File: src/rtl/sap_pkg.sv
package sap_pkg;
  typedef enum logic [1:0] {
    MODE_NORMAL  = 2'd0,
    MODE_NETWORK = 2'd1,
    MODE_GATED   = 2'd2
  } sap_mode_e;

  typedef enum logic [1:0] {
    PH_IDLE = 2'd0,
    PH_SYNC = 2'd1,
    PH_DATA = 2'd2
  } sap_phase_e;
endpackage

File: src/rtl/sap_txq.sv
module sap_txq #(
  parameter int DW    = 32,
  parameter int DEPTH = 8,
  localparam int AW   = (DEPTH > 1) ? $clog2(DEPTH) : 1,
  localparam int CW   = $clog2(DEPTH + 1)
) (
  input  logic          clk,
  input  logic          rst_n,
  input  logic          flush,
  input  logic          fifo_en,
  input  logic          in_valid,
  input  logic [DW-1:0] in_data,
  output logic          in_ready,
  input  logic          take,
  output logic          hold_valid,
  output logic [DW-1:0] hold_data,
  output logic [CW-1:0] level,
  output logic          drained
);
  logic [DW-1:0] mem [DEPTH];
  logic [AW-1:0] wp, rp;
  logic [CW-1:0] count;
  logic          push, pop, fpush;

  assign in_ready = fifo_en ? (count < CW'(DEPTH)) : !hold_valid;
  assign push     = in_valid && in_ready && !flush;
  assign fpush    = push && fifo_en;
  assign pop      = !flush && fifo_en && (count != '0) && (!hold_valid || take);
  assign drained  = pop && (count == CW'(1)) && !fpush;
  assign level    = count;

  always_ff @(posedge clk) begin
    if (fpush) mem[wp] <= in_data;
  end

  always_ff @(posedge clk or negedge rst_n) begin
    if (!rst_n) begin
      wp <= '0; rp <= '0; count <= '0;
      hold_valid <= 1'b0; hold_data <= '0;
    end else if (flush) begin
      wp <= '0; rp <= '0; count <= '0;
      hold_valid <= 1'b0;
    end else begin
      if (fpush) wp <= (wp == AW'(DEPTH - 1)) ? '0 : wp + 1'b1;
      if (pop)   rp <= (rp == AW'(DEPTH - 1)) ? '0 : rp + 1'b1;
      count <= count + CW'(fpush) - CW'(pop);
      if (pop) begin
        hold_valid <= 1'b1;
        hold_data  <= mem[rp];
      end else if (push && !fifo_en) begin
        hold_valid <= 1'b1;
        hold_data  <= in_data;
      end else if (take) begin
        hold_valid <= 1'b0;
      end
    end
  end

  AST_NO_OVERFLOW: assert property (@(posedge clk) disable iff (!rst_n)
    count <= CW'(DEPTH));
  AST_HOLD_KEPT: assert property (@(posedge clk) disable iff (!rst_n)
    (hold_valid && !take && !flush) |=> hold_valid);
endmodule

File: src/rtl/sap_framer.sv
module sap_framer
  import sap_pkg::*;
#(
  parameter int SLOT_W = 5,
  parameter int LEN_W  = 5
) (
  input  logic              clk,
  input  logic              rst_n,
  input  logic              run,
  input  logic              bit_tick,
  input  logic [1:0]        mode,
  input  logic [SLOT_W-1:0] slots_m1,
  input  logic [LEN_W-1:0]  word_len_m1,
  input  logic              dual_en,
  output logic              load,
  output logic              load_ch,
  output logic              shift,
  output logic              clear,
  output logic              word_done,
  output logic              fs
);
  sap_phase_e        phase;
  logic [LEN_W-1:0]  bitc;
  logic [SLOT_W-1:0] slot;
  logic              ch;
  logic              gated, frame_last, at_end, go, to_sync;

  assign gated      = (sap_mode_e'(mode) == MODE_GATED);
  assign frame_last = (sap_mode_e'(mode) == MODE_NETWORK) ? (slot == slots_m1) : 1'b1;
  assign at_end     = (phase == PH_DATA) && (bitc == '0);
  assign go         = bit_tick && run;

  assign load = go && (((phase == PH_IDLE) && gated) || (phase == PH_SYNC) ||
                       (at_end && (gated || !frame_last)));
  assign to_sync = go && !gated &&
                   ((phase == PH_IDLE) || (at_end && frame_last));
  assign shift     = go && (phase == PH_DATA) && (bitc != '0);
  assign clear     = !run || to_sync;
  assign word_done = go && at_end;
  assign load_ch   = ch;

  always_ff @(posedge clk or negedge rst_n) begin
    if (!rst_n) begin
      phase <= PH_IDLE; bitc <= '0; slot <= '0; ch <= 1'b0; fs <= 1'b0;
    end else if (!run) begin
      phase <= PH_IDLE; bitc <= '0; slot <= '0; ch <= 1'b0; fs <= 1'b0;
    end else if (to_sync) begin
      phase <= PH_SYNC; fs <= 1'b1; slot <= '0;
    end else if (load) begin
      phase <= PH_DATA;
      fs    <= 1'b0;
      bitc  <= word_len_m1;
      ch    <= dual_en ? !ch : 1'b0;
      if (phase == PH_DATA) slot <= slot + 1'b1;
    end else if (shift) begin
      bitc <= bitc - 1'b1;
    end
  end

  AST_FS_ONE_BIT: assert property (@(posedge clk) disable iff (!rst_n)
    (fs && bit_tick) |=> !fs);
  AST_GATED_NO_FS: assert property (@(posedge clk) disable iff (!rst_n)
    (gated && bit_tick) |=> !fs);
  AST_LOAD_EXCL: assert property (@(posedge clk) disable iff (!rst_n)
    $onehot0({load, shift, to_sync}));
endmodule

File: src/rtl/sap_shifter.sv
module sap_shifter #(
  parameter int DW    = 32,
  parameter int LEN_W = 5
) (
  input  logic             clk,
  input  logic             rst_n,
  input  logic             load,
  input  logic             shift,
  input  logic             clear,
  input  logic [DW-1:0]    word,
  input  logic [LEN_W-1:0] word_len_m1,
  output logic             txd
);
  logic [DW-1:0] sh;
  logic [DW-1:0] aligned;

  assign aligned = word << (DW - 1 - int'(word_len_m1));

  always_ff @(posedge clk or negedge rst_n) begin
    if (!rst_n) begin
      sh <= '0; txd <= 1'b0;
    end else if (clear) begin
      sh <= '0; txd <= 1'b0;
    end else if (load) begin
      txd <= aligned[DW-1];
      sh  <= aligned << 1;
    end else if (shift) begin
      txd <= sh[DW-1];
      sh  <= sh << 1;
    end
  end
endmodule

File: src/rtl/sap_tx.sv
module sap_tx
  import sap_pkg::*;
#(
  parameter int DW     = 32,
  parameter int DEPTH  = 8,
  parameter int SLOT_W = 5,
  parameter int LEN_W  = 5,
  localparam int CW    = $clog2(DEPTH + 1)
) (
  input  logic              clk,
  input  logic              rst_n,
  input  logic              enable,
  input  logic              tx_en,
  input  logic [1:0]        mode,
  input  logic [SLOT_W-1:0] slots_m1,
  input  logic [LEN_W-1:0]  word_len_m1,
  input  logic              dual_en,
  input  logic              fifo_en,
  input  logic              irq_word_en,
  input  logic              irq_empty_en,
  input  logic [CW-1:0]     watermark,
  input  logic              wr_valid,
  input  logic              wr_chan,
  input  logic [DW-1:0]     wr_data,
  output logic              wr_ready,
  input  logic              bit_tick,
  output logic              txd,
  output logic              fs,
  output logic              irq,
  output logic              dma_req,
  output logic              underrun
);
  localparam int NCH = 2;

  logic          run, load, load_ch, shift, clear, word_done;
  logic [NCH-1:0] q_ready, q_hold_v, q_drained;
  logic [DW-1:0] q_hold_d [NCH];
  logic [CW-1:0] q_level  [NCH];
  logic [DW-1:0] word;

  assign run = enable && tx_en;

  for (genvar c = 0; c < NCH; c++) begin : g_ch
    sap_txq #(.DW(DW), .DEPTH(DEPTH)) u_q (
      .clk(clk), .rst_n(rst_n), .flush(!enable), .fifo_en(fifo_en),
      .in_valid(wr_valid && enable && (wr_chan == 1'(c))),
      .in_data(wr_data), .in_ready(q_ready[c]),
      .take(load && (load_ch == 1'(c))),
      .hold_valid(q_hold_v[c]), .hold_data(q_hold_d[c]),
      .level(q_level[c]), .drained(q_drained[c])
    );
  end

  assign wr_ready = enable && q_ready[wr_chan];
  assign word     = q_hold_v[load_ch] ? q_hold_d[load_ch] : '0;
  assign dma_req  = enable && fifo_en &&
                    ((q_level[0] <= watermark) || (dual_en && (q_level[1] <= watermark)));

  sap_framer #(.SLOT_W(SLOT_W), .LEN_W(LEN_W)) u_framer (
    .clk(clk), .rst_n(rst_n), .run(run), .bit_tick(bit_tick), .mode(mode),
    .slots_m1(slots_m1), .word_len_m1(word_len_m1), .dual_en(dual_en),
    .load(load), .load_ch(load_ch), .shift(shift), .clear(clear),
    .word_done(word_done), .fs(fs)
  );

  sap_shifter #(.DW(DW), .LEN_W(LEN_W)) u_shift (
    .clk(clk), .rst_n(rst_n), .load(load), .shift(shift), .clear(clear),
    .word(word), .word_len_m1(word_len_m1), .txd(txd)
  );

  always_ff @(posedge clk or negedge rst_n) begin
    if (!rst_n) begin
      underrun <= 1'b0;
      irq      <= 1'b0;
    end else begin
      if (!enable)                         underrun <= 1'b0;
      else if (load && !q_hold_v[load_ch]) underrun <= 1'b1;
      irq <= (irq_word_en && word_done) || (irq_empty_en && (|q_drained));
    end
  end

  AST_UNDERRUN_STICKY: assert property (@(posedge clk) disable iff (!rst_n)
    (enable && underrun) |=> underrun);
  AST_IDLE_QUIET: assert property (@(posedge clk) disable iff (!rst_n)
    !run |=> (!fs && !txd));
  AST_IRQ_PULSE: assert property (@(posedge clk) disable iff (!rst_n)
    irq |=> !irq);
  AST_NO_READY_OFF: assert property (@(posedge clk) disable iff (!rst_n)
    !enable |-> !wr_ready);
endmodule

File: config.mk
export PLATFORM = sky130hd
export DESIGN_NAME = sap_tx
export DESIGN_NICKNAME = d
export VERILOG_FILES = /design/src/rtl/sap_pkg.sv /design/src/rtl/sap_txq.sv /design/src/rtl/sap_framer.sv /design/src/rtl/sap_shifter.sv /design/src/rtl/sap_tx.sv
export SDC_FILE = /design/constraint.sdc
export NUM_CORES = 1
export LEC_CHECK = 0
export BUFFER_PORTS_ARGS = -buffer_cell sky130_fd_sc_hd__buf_4
export CAP_MARGIN = 20
export CORE_ASPECT_RATIO = 2
export CORE_UTILIZATION = 58
export CTS_BUF_LIST = sky130_fd_sc_hd__clkbuf_2 sky130_fd_sc_hd__clkbuf_4 sky130_fd_sc_hd__clkbuf_8
export CTS_CLUSTER_DIAMETER = 120
export DETAILED_ROUTE_END_ITERATION = 10
export HOLD_SLACK_MARGIN = 0.08
export PLACE_DENSITY = 0.71
export SYNTH_ARGS = -nofsm -noshare
export SYNTH_HDL_FRONTEND = slang
export SYNTH_HIERARCHICAL = 1
export SYNTH_SLANG_ARGS = --single-unit
export TNS_END_PERCENT = 10
File: constraint.sdc
create_clock -name clk -period 11 [get_ports clk]
set_input_delay 0.55 -clock clk [delete_from_list [all_inputs] [get_ports clk]]
set_output_delay 0.55 -clock clk [all_outputs]
set_load 0.02 [all_outputs]
==> key figures, run 1 <==
Synthesis
  – Post-synth ARST share: 20.62%
  – Yosys reg bits: 645
  – Seq/Total Area, Yosys: 66.02%
  – Syn avg cell area: 16.47 µm²
  – Area share of the largest cell type after synthesis: 54.28%
  – Top cells by area, synth: edfxtp_1 (54%), dfrtp_1 (12%), mux4_2 (8.2%), mux2i_1 (3.4%), mux2_2 (3.0%)
  – Post-synth EDFFs: 512
  – Ys flop type: edfxtp_1
  – Cell Area, Synth: 28330 µm²
  – Yosys top cell by area: edfxtp_1
  – Distinct cells, synth: 87
  – Mapped Cells: 1720
  – Yosys warning total: 6
  – Net count after synthesis: 1810

Worst setup path
  – Crit path DAT: 5.03 ns
  – FF-to-FF path depth: 16
  – Worst reg-to-reg setup slack: 6.46 ns
  – Data required time of the worst path: 11.49 ns
  – CP Launch Type: flop
  – Critical path type: reg -> reg
  – Crit path capture type: flop
  – Max FO, Critical Path: 40

Power and ir drop
  – Sw frac: 26.76%
  – Leak pwr: 10.73 nW
  – Maximum vdd drop: 117.8 µV
  – Power per Cell Area: 188.9 nW/µm²
  – Logic pwr share: 18.4%
  – Clock share of power: 32.3%
  – Sequential Power Share: 49.4%
  – Cell-internal power: 0.004334 W
  – Net Sw Power: 0.001584 W

Clock network
  – Post-CTS setup buffer count: 0
  – Clock Latency Late Sink: 0.67 ns
  – Post-CTS sizing: 0
  – CTS tree: built
  – Root buf cell: clkbuf_8
  – Clock Sink Count: 645
  – Maximum clock path buffer count: 3
  – H-Tree Depth: 3
  – Reg clk slew, reported paths: 0.07 ns
  – TritonCTS buffer count: 87

Timing
  – Setup ws final: 6.463 ns
  – Fin. Hold Viols: 0
  – Clock Skew: 0.03726 ns
  – Slew Limit Fails: 0
  – Peak Freq: 220.4 MHz
  – Final min period: 4.537 ns
  – Setup tns final: 0 ns
  – # setup viols final: 0
  – Relative slew slack: 29.07%
  – Fin crit share: 41.24%
  – Worst-margin pin slew: 1.064 ns
  – RSZ-0062 raised after global routing: no

Die
  – Top-Level Pins: 65
  – Die area: 49780 µm²
  – Core area: 48210 µm²
  – Die height: 314.5 µm
  – Rows: 114
  – Overall die width: 158.3 µm
  – Starting Density: 58.76%

Global route
  – Gr usage total: 29.37%
  – Vias in the first global route: 17332
  – Grt ovf: 0
  – Largest net degree at the start of global routing: 83
  – First-pass GRT wire length: 104800 µm
  – Initial antenna violation count: 2

Hold path
  – Hold Crit Class: in -> reg
  – Worst Hold Path Cells: 3

Routing
  – Pre-antenna DRT Iters: 6
  – Via count: 16318
  – Routed WL: 69970 µm
  – Routed vias/inst: 6.473
  – # DRC: 0
  – Antenna-violating nets left: 0
  – Wire length per cell: 27.76 µm
  – Detailed Route Iter0 Violations: 1288

Layout
  – Utilization after layout: 64.97%
  – Nets: 1897
  – Commonest non-fill, non-tap cells in the layout: edfxtp_1 (512), dfrtp_1 (128), mux4_2 (103)
  – Most common cell after layout, fill and taps aside: edfxtp_1
  – Area delta synth->final: 10.57%
  – Share of cells above drive strength 1: 24.99%

Flow run
  – Max Cap Viol: 0

Placed design
  – Worst slack at placement: 6.396 ns
  – HPWL Detailed: 41720 µm
  – Final RePlAce weighted congestion: 0.9673
  – Number of port buffers: 64

Run status
  – Outcome: finished clean
==> cell families (layout without fill, tap and decap cells) <==
group,after synthesis,count (layout),share of synthesized area [%]
mux,301,301,16.20
xor+xnor,14,14,0.4329
compound gates,258,258,7.085
flops,645,645,66.02
simple gates,331,331,6.184
fa+ha+maj,31,31,1.422
buf+inv,140,301,2.655
other cells,0,2,0
==> cell usage after synthesis, drive strengths merged (33+ instances only) <==
cell	count
a221o	66
mux2i	96
nor2b	47
edfxtp	512
nor2	102
nor3	45
o22ai	45
dfrtp	133
nand2	46
clkbuf	36
mux4	112
buf	68
mux2	93
inv	35
a22o	33
==> path summary, 6_finish.rpt <==
path	start	end
max	u_framer/bitc[0]$_DFFE_PN0P_	g_ch[0].u_q/level[1]$_DFF_PN0_
min	dual_en	u_framer/load_ch$_DFFE_PN0P_
max reg2reg	u_framer/bitc[0]$_DFFE_PN0P_	g_ch[0].u_q/level[1]$_DFF_PN0_
min reg2reg	u_shift/sh[5]$_DFFE_PN0P_	u_shift/sh[5]$_DFFE_PN0P_
max in group asynchronous	rst_n	u_shift/sh[28]$_DFFE_PN0P_
min in group asynchronous	rst_n	g_ch[1].u_q/level[1]$_DFF_PN0_
==> worst max-delay path, stage by stage (launching register included) <==
cell	delay [ns]
dfrtp_1	0.41
inv_1	0.09
ha_1	0.17
or4b_1	0.60
o21ai_0	0.25
nand4_1	0.22
nand2_2	0.60
nor2b_1	0.20
nand2b_1	0.20
o311ai_4	0.11
buf_4	0.33
inv_1	0.14
ha_1	0.23
inv_1	0.06
ha_1	0.18
fa_1	0.41
nor2b_1	0.14
==> through the flow <==
stage	instances	total power, W	area (µm²)	hold WS [ns]
after detailed placement	2353	0.004056	29420	0.4924
after floorplan	1720	0.003743	28330	0.2544
after global placement	2353	0.004029	29420	0.4753
after global routing	2521	0.006146	31320	0.1810
after CTS	2519	0.005962	31320	0.1227
final	2521	0.005918	31320	0.1656
==> metal layers <==
layer | up-vias | GRT usage (%) | routed length (µm)
met3 | 224 | 4.240 | 3450
met1 | 8416 | 31.67 | 23910
li1 | 7055 | - | -
met4 | 0 | 19.91 | 4941
met5 | - | 0 | 0
met2 | 623 | 52.44 | 37670
==> sequential cells by signal, summed over array words and instances (netlist names) <==
name,count
irq,1
g_ch.u_q/rp,6
u_framer/bitc,5
g_ch.u_q/level,8
g_ch.u_q/wp,6
u_framer/phase,2
u_framer/load_ch,1
g_ch.u_q/hold_data,64
underrun,1
g_ch.u_q/hold_valid,2
u_shift/txd,1
g_ch.u_q/mem,512
u_framer/slot,5
u_shift/sh,31
==> area by class of cell <==
| class | count | area, µm² |
|---|---|---|
| well taps | 638 | 798.3 |
| repair buffers | 102 | 777.0 |
| multi-input cells | 935 | 9026 |
| diodes | 2 | 5.005 |
| fillers | 3509 | 16890 |
| flip-flops and latches | 645 | 18710 |
| clock inverters | 34 | 285.3 |
| inverters | 36 | 135.1 |
| clock buffers | 129 | 1582 |
==> power groups by stage <==
| stage | Sequential, W | Combinational (W) | Clock [W] |
|---|---|---|---|
| floorplan | 0.00288 | 0.000861 | 0 |
| global placement | 0.00297 | 0.00106 | 0 |
| detailed placement | 0.00297 | 0.00109 | 0 |
| CTS | 0.00292 | 0.00109 | 0.00195 |
| global route | 0.00293 | 0.00117 | 0.00204 |
| finish | 0.00292 | 0.00109 | 0.00191 |
==> timing repair <==
action                                 CTS  global route
hold buffers                             3             0
setup endpoints to repair                0             0
endpoints found under the hold margin   82             0
(Power assumes the default switching activity.)
==> run 2: changes to the inputs <==
Settings changed: PLACE_DENSITY 0.71 to 0.74.
Clock period 11 ns to 3.7 ns, I/O delays scaled along.
==> run 2 against run 1 <==
Against the previous run: sequential power rose to 3.0 times the previous value; first-iteration DRC count rose by 18%; design area rose by 2.4%.
==> key figures, run 2 (synthesized netlist as in run 1, its figures left out) <==
Power and ir drop
  – Pwr Total: 0.01770 W
  – Maximum vdd drop: 375.9 µV
  – Leak pwr: 11.06 nW
  – Power per Cell Area: 552.0 nW/µm²

Die
  – Die height: 314.5 µm
  – Core area: 48210 µm²
  – Overall die width: 158.3 µm
  – Die area: 49780 µm²
  – Starting Density: 58.76%
  – Top-Level Pins: 65
  – Rows: 114

Routing
  – Antenna-violating nets left: 0
  – Via count: 16718
  – # DRC: 0
  – Pre-antenna DRT Iters: 5
  – Detailed Route Iter0 Violations: 1514
  – Routed vias/inst: 6.455
  – Wire length per cell: 27.62 µm
  – Routed WL: 71540 µm

Timing
  – Slew Limit Fails: 0
  – Peak Freq: 284.3 MHz
  – Relative slew slack: 50.48%
  – Setup ws final: 0.1824 ns
  – Clock Skew: 0.03055 ns
  – RSZ-0062 raised after global routing: no
  – Fin. Hold Viols: 0
  – Worst-margin pin slew: 0.7411 ns
  – Fin crit share: 95.07%
  – Final min period: 3.518 ns
  – # setup viols final: 0

Layout
  – Area delta synth->final: 13.20%
  – Share of cells above drive strength 1: 25.01%
  – Nets: 1970
  – Most common cell after layout, fill and taps aside: edfxtp_1
  – Fin area: 32070 µm²
  – Commonest non-fill, non-tap cells in the layout: edfxtp_1 (512), dfrtp_1 (128), buf_4 (113)
  – Regs by FF count: g_ch.u_q/mem x512, g_ch.u_q/hold_data x64, u_shift/sh x31
  – Post-Layout Cell Count: 2590
  – Largest Register: g_ch.u_q/mem
  – Largest register FFs: 512

Clock network
  – Clock Latency Late Sink: 0.67 ns
  – CTS tree: built
  – Reg clk slew, reported paths: 0.06 ns
  – Post-CTS setup buffer count: 0
  – Root buf cell: clkbuf_8
  – H-Tree Depth: 3
  – Clock Sink Count: 645
  – Maximum clock path buffer count: 3
  – TritonCTS buffer count: 86

Worst setup path
  – Critical path type: reg -> reg
  – Data required time of the worst path: 4.24 ns
  – Delay of the slowest critical-path stage: 0.51 ns
  – R2R Path End: g_ch[0].u_q/hold_data[18]$_DFFE_PN0P_
  – Cell mode on critical path: buf_4
  – Crit path capture type: flop
  – CP max-delay cell: or4b_4
  – Crit path DAT: 4.06 ns
  – CP Launch Type: flop
  – Worst reg2reg startpoint: u_framer/bitc[0]$_DFFE_PN0P_
  – FF-to-FF path depth: 13
  – Worst reg-to-reg setup slack: 0.18 ns
  – Max FO, Critical Path: 39
  – Worst path cell trace: inv_1, ha_1, or4b_4, nor3_1, o21ai_1, nand2_2, nor2b_1, nand2b_1, o311ai_4, buf_4, a21o_1, buf_4, a221o_1
  – Critical Path End: g_ch[0].u_q/hold_data[18]$_DFFE_PN0P_
  – CP Launch Point: u_framer/bitc[0]$_DFFE_PN0P_

Placed design
  – Placed inst area: 29700 µm²
  – Dpl cells: 2376
  – Final RePlAce weighted congestion: 0.9566
  – Number of port buffers: 64
  – HPWL Detailed: 44200 µm
  – Worst slack at placement: 0.1594 ns

Global route
  – Gr usage total: 30.12%
  – Initial antenna violation count: 1
  – First-pass GRT wire length: 107100 µm
  – Vias in the first global route: 17684
  – Largest net degree at the start of global routing: 73
  – Grt ovf: 0

Flow run
  – Max Cap Viol: 0

Run status
  – Outcome: finished clean

Hold path
  – Hold Crit Class: in -> async
run 2: cell types whose count changed in the layout (fill, tap and decap cells not counted), sizes merged:
cell,previous run,this run
diode,2,1
clkinvlp,2,0
buf,99,123
clkinv,27,29
inv,36,38
clkbuf,129,123
dlygate4sd3,3,53
run 2: worst min path at each step:
stage                      from                                   end  slack, ns
floorplan                 rst_n  g_ch[0].u_q/hold_data[0]$_DFFE_PN0P_      -0.11
finish                    rst_n        g_ch[1].u_q/level[2]$_DFF_PN0_       0.09
detailed placement        rst_n        g_ch[1].u_q/level[3]$_DFF_PN0_       0.27
global route        slots_m1[1]          u_framer/slot[0]$_DFFE_PN0P_       0.16
CTS                       rst_n        g_ch[0].u_q/level[1]$_DFF_PN0_       0.09
global placement          rst_n        g_ch[1].u_q/level[3]$_DFF_PN0_       0.26
run 2: layout make-up:
class                   instances  area (µm²)
well taps                     638       798.3
clock buffers                 123        1518
multi-input cells             935        9029
repair buffers                176        1570
flip-flops and latches        645       18710
fillers                      3442       16150
diodes                          1       2.502
inverters                      36       135.1
clock inverters                36       299.0
run 2: worst max-delay path: cells and delay by family (launching register included):
| kind | cells | cell delay, ns |
|---|---|---|
| compound gates | 4 | 0.89 |
| fa+ha+maj | 1 | 0.16 |
| buf+inv | 3 | 0.70 |
| flops | 1 | 0.40 |
| simple gates | 5 | 1.21 |
run 2: timing repair:
item	in CTS	in global routing
resized for setup	0	1
hold buffers	53	0
endpoints found under the setup margin	0	37
hold endpoints to repair	680	0
run 2: where the power goes:
| part | switching, W | internal (W) | leakage [nW] |
|---|---|---|---|
| Clock | 0.00259 | 0.00301 | 0.966 |
| Combinational | 0.00174 | 0.00167 | 3.77 |
| Sequential | 0.000453 | 0.00824 | 6.33 |
run 2: metrics by stage:
stage               utilization, %  TNS (ns)  hold WS [ns]
global route                 66.51         0        0.1612
floorplan                        -   -0.3236       -0.1106
finish                       66.51         0       0.09363
global placement             61.61         0        0.2554
detailed placement           61.61         0        0.2655
CTS                          66.48         0       0.08933
run 2: layer usage:
metal / up-vias / global-route usage (%) / routed length, µm
li1: 7194 / - / -
met1: 8607 / 32.59 / 23970
met2: 695 / 53.05 / 38690
met3: 222 / 4.983 / 4000
met4: 0 / 20.76 / 4875
met5: - / 0 / 0
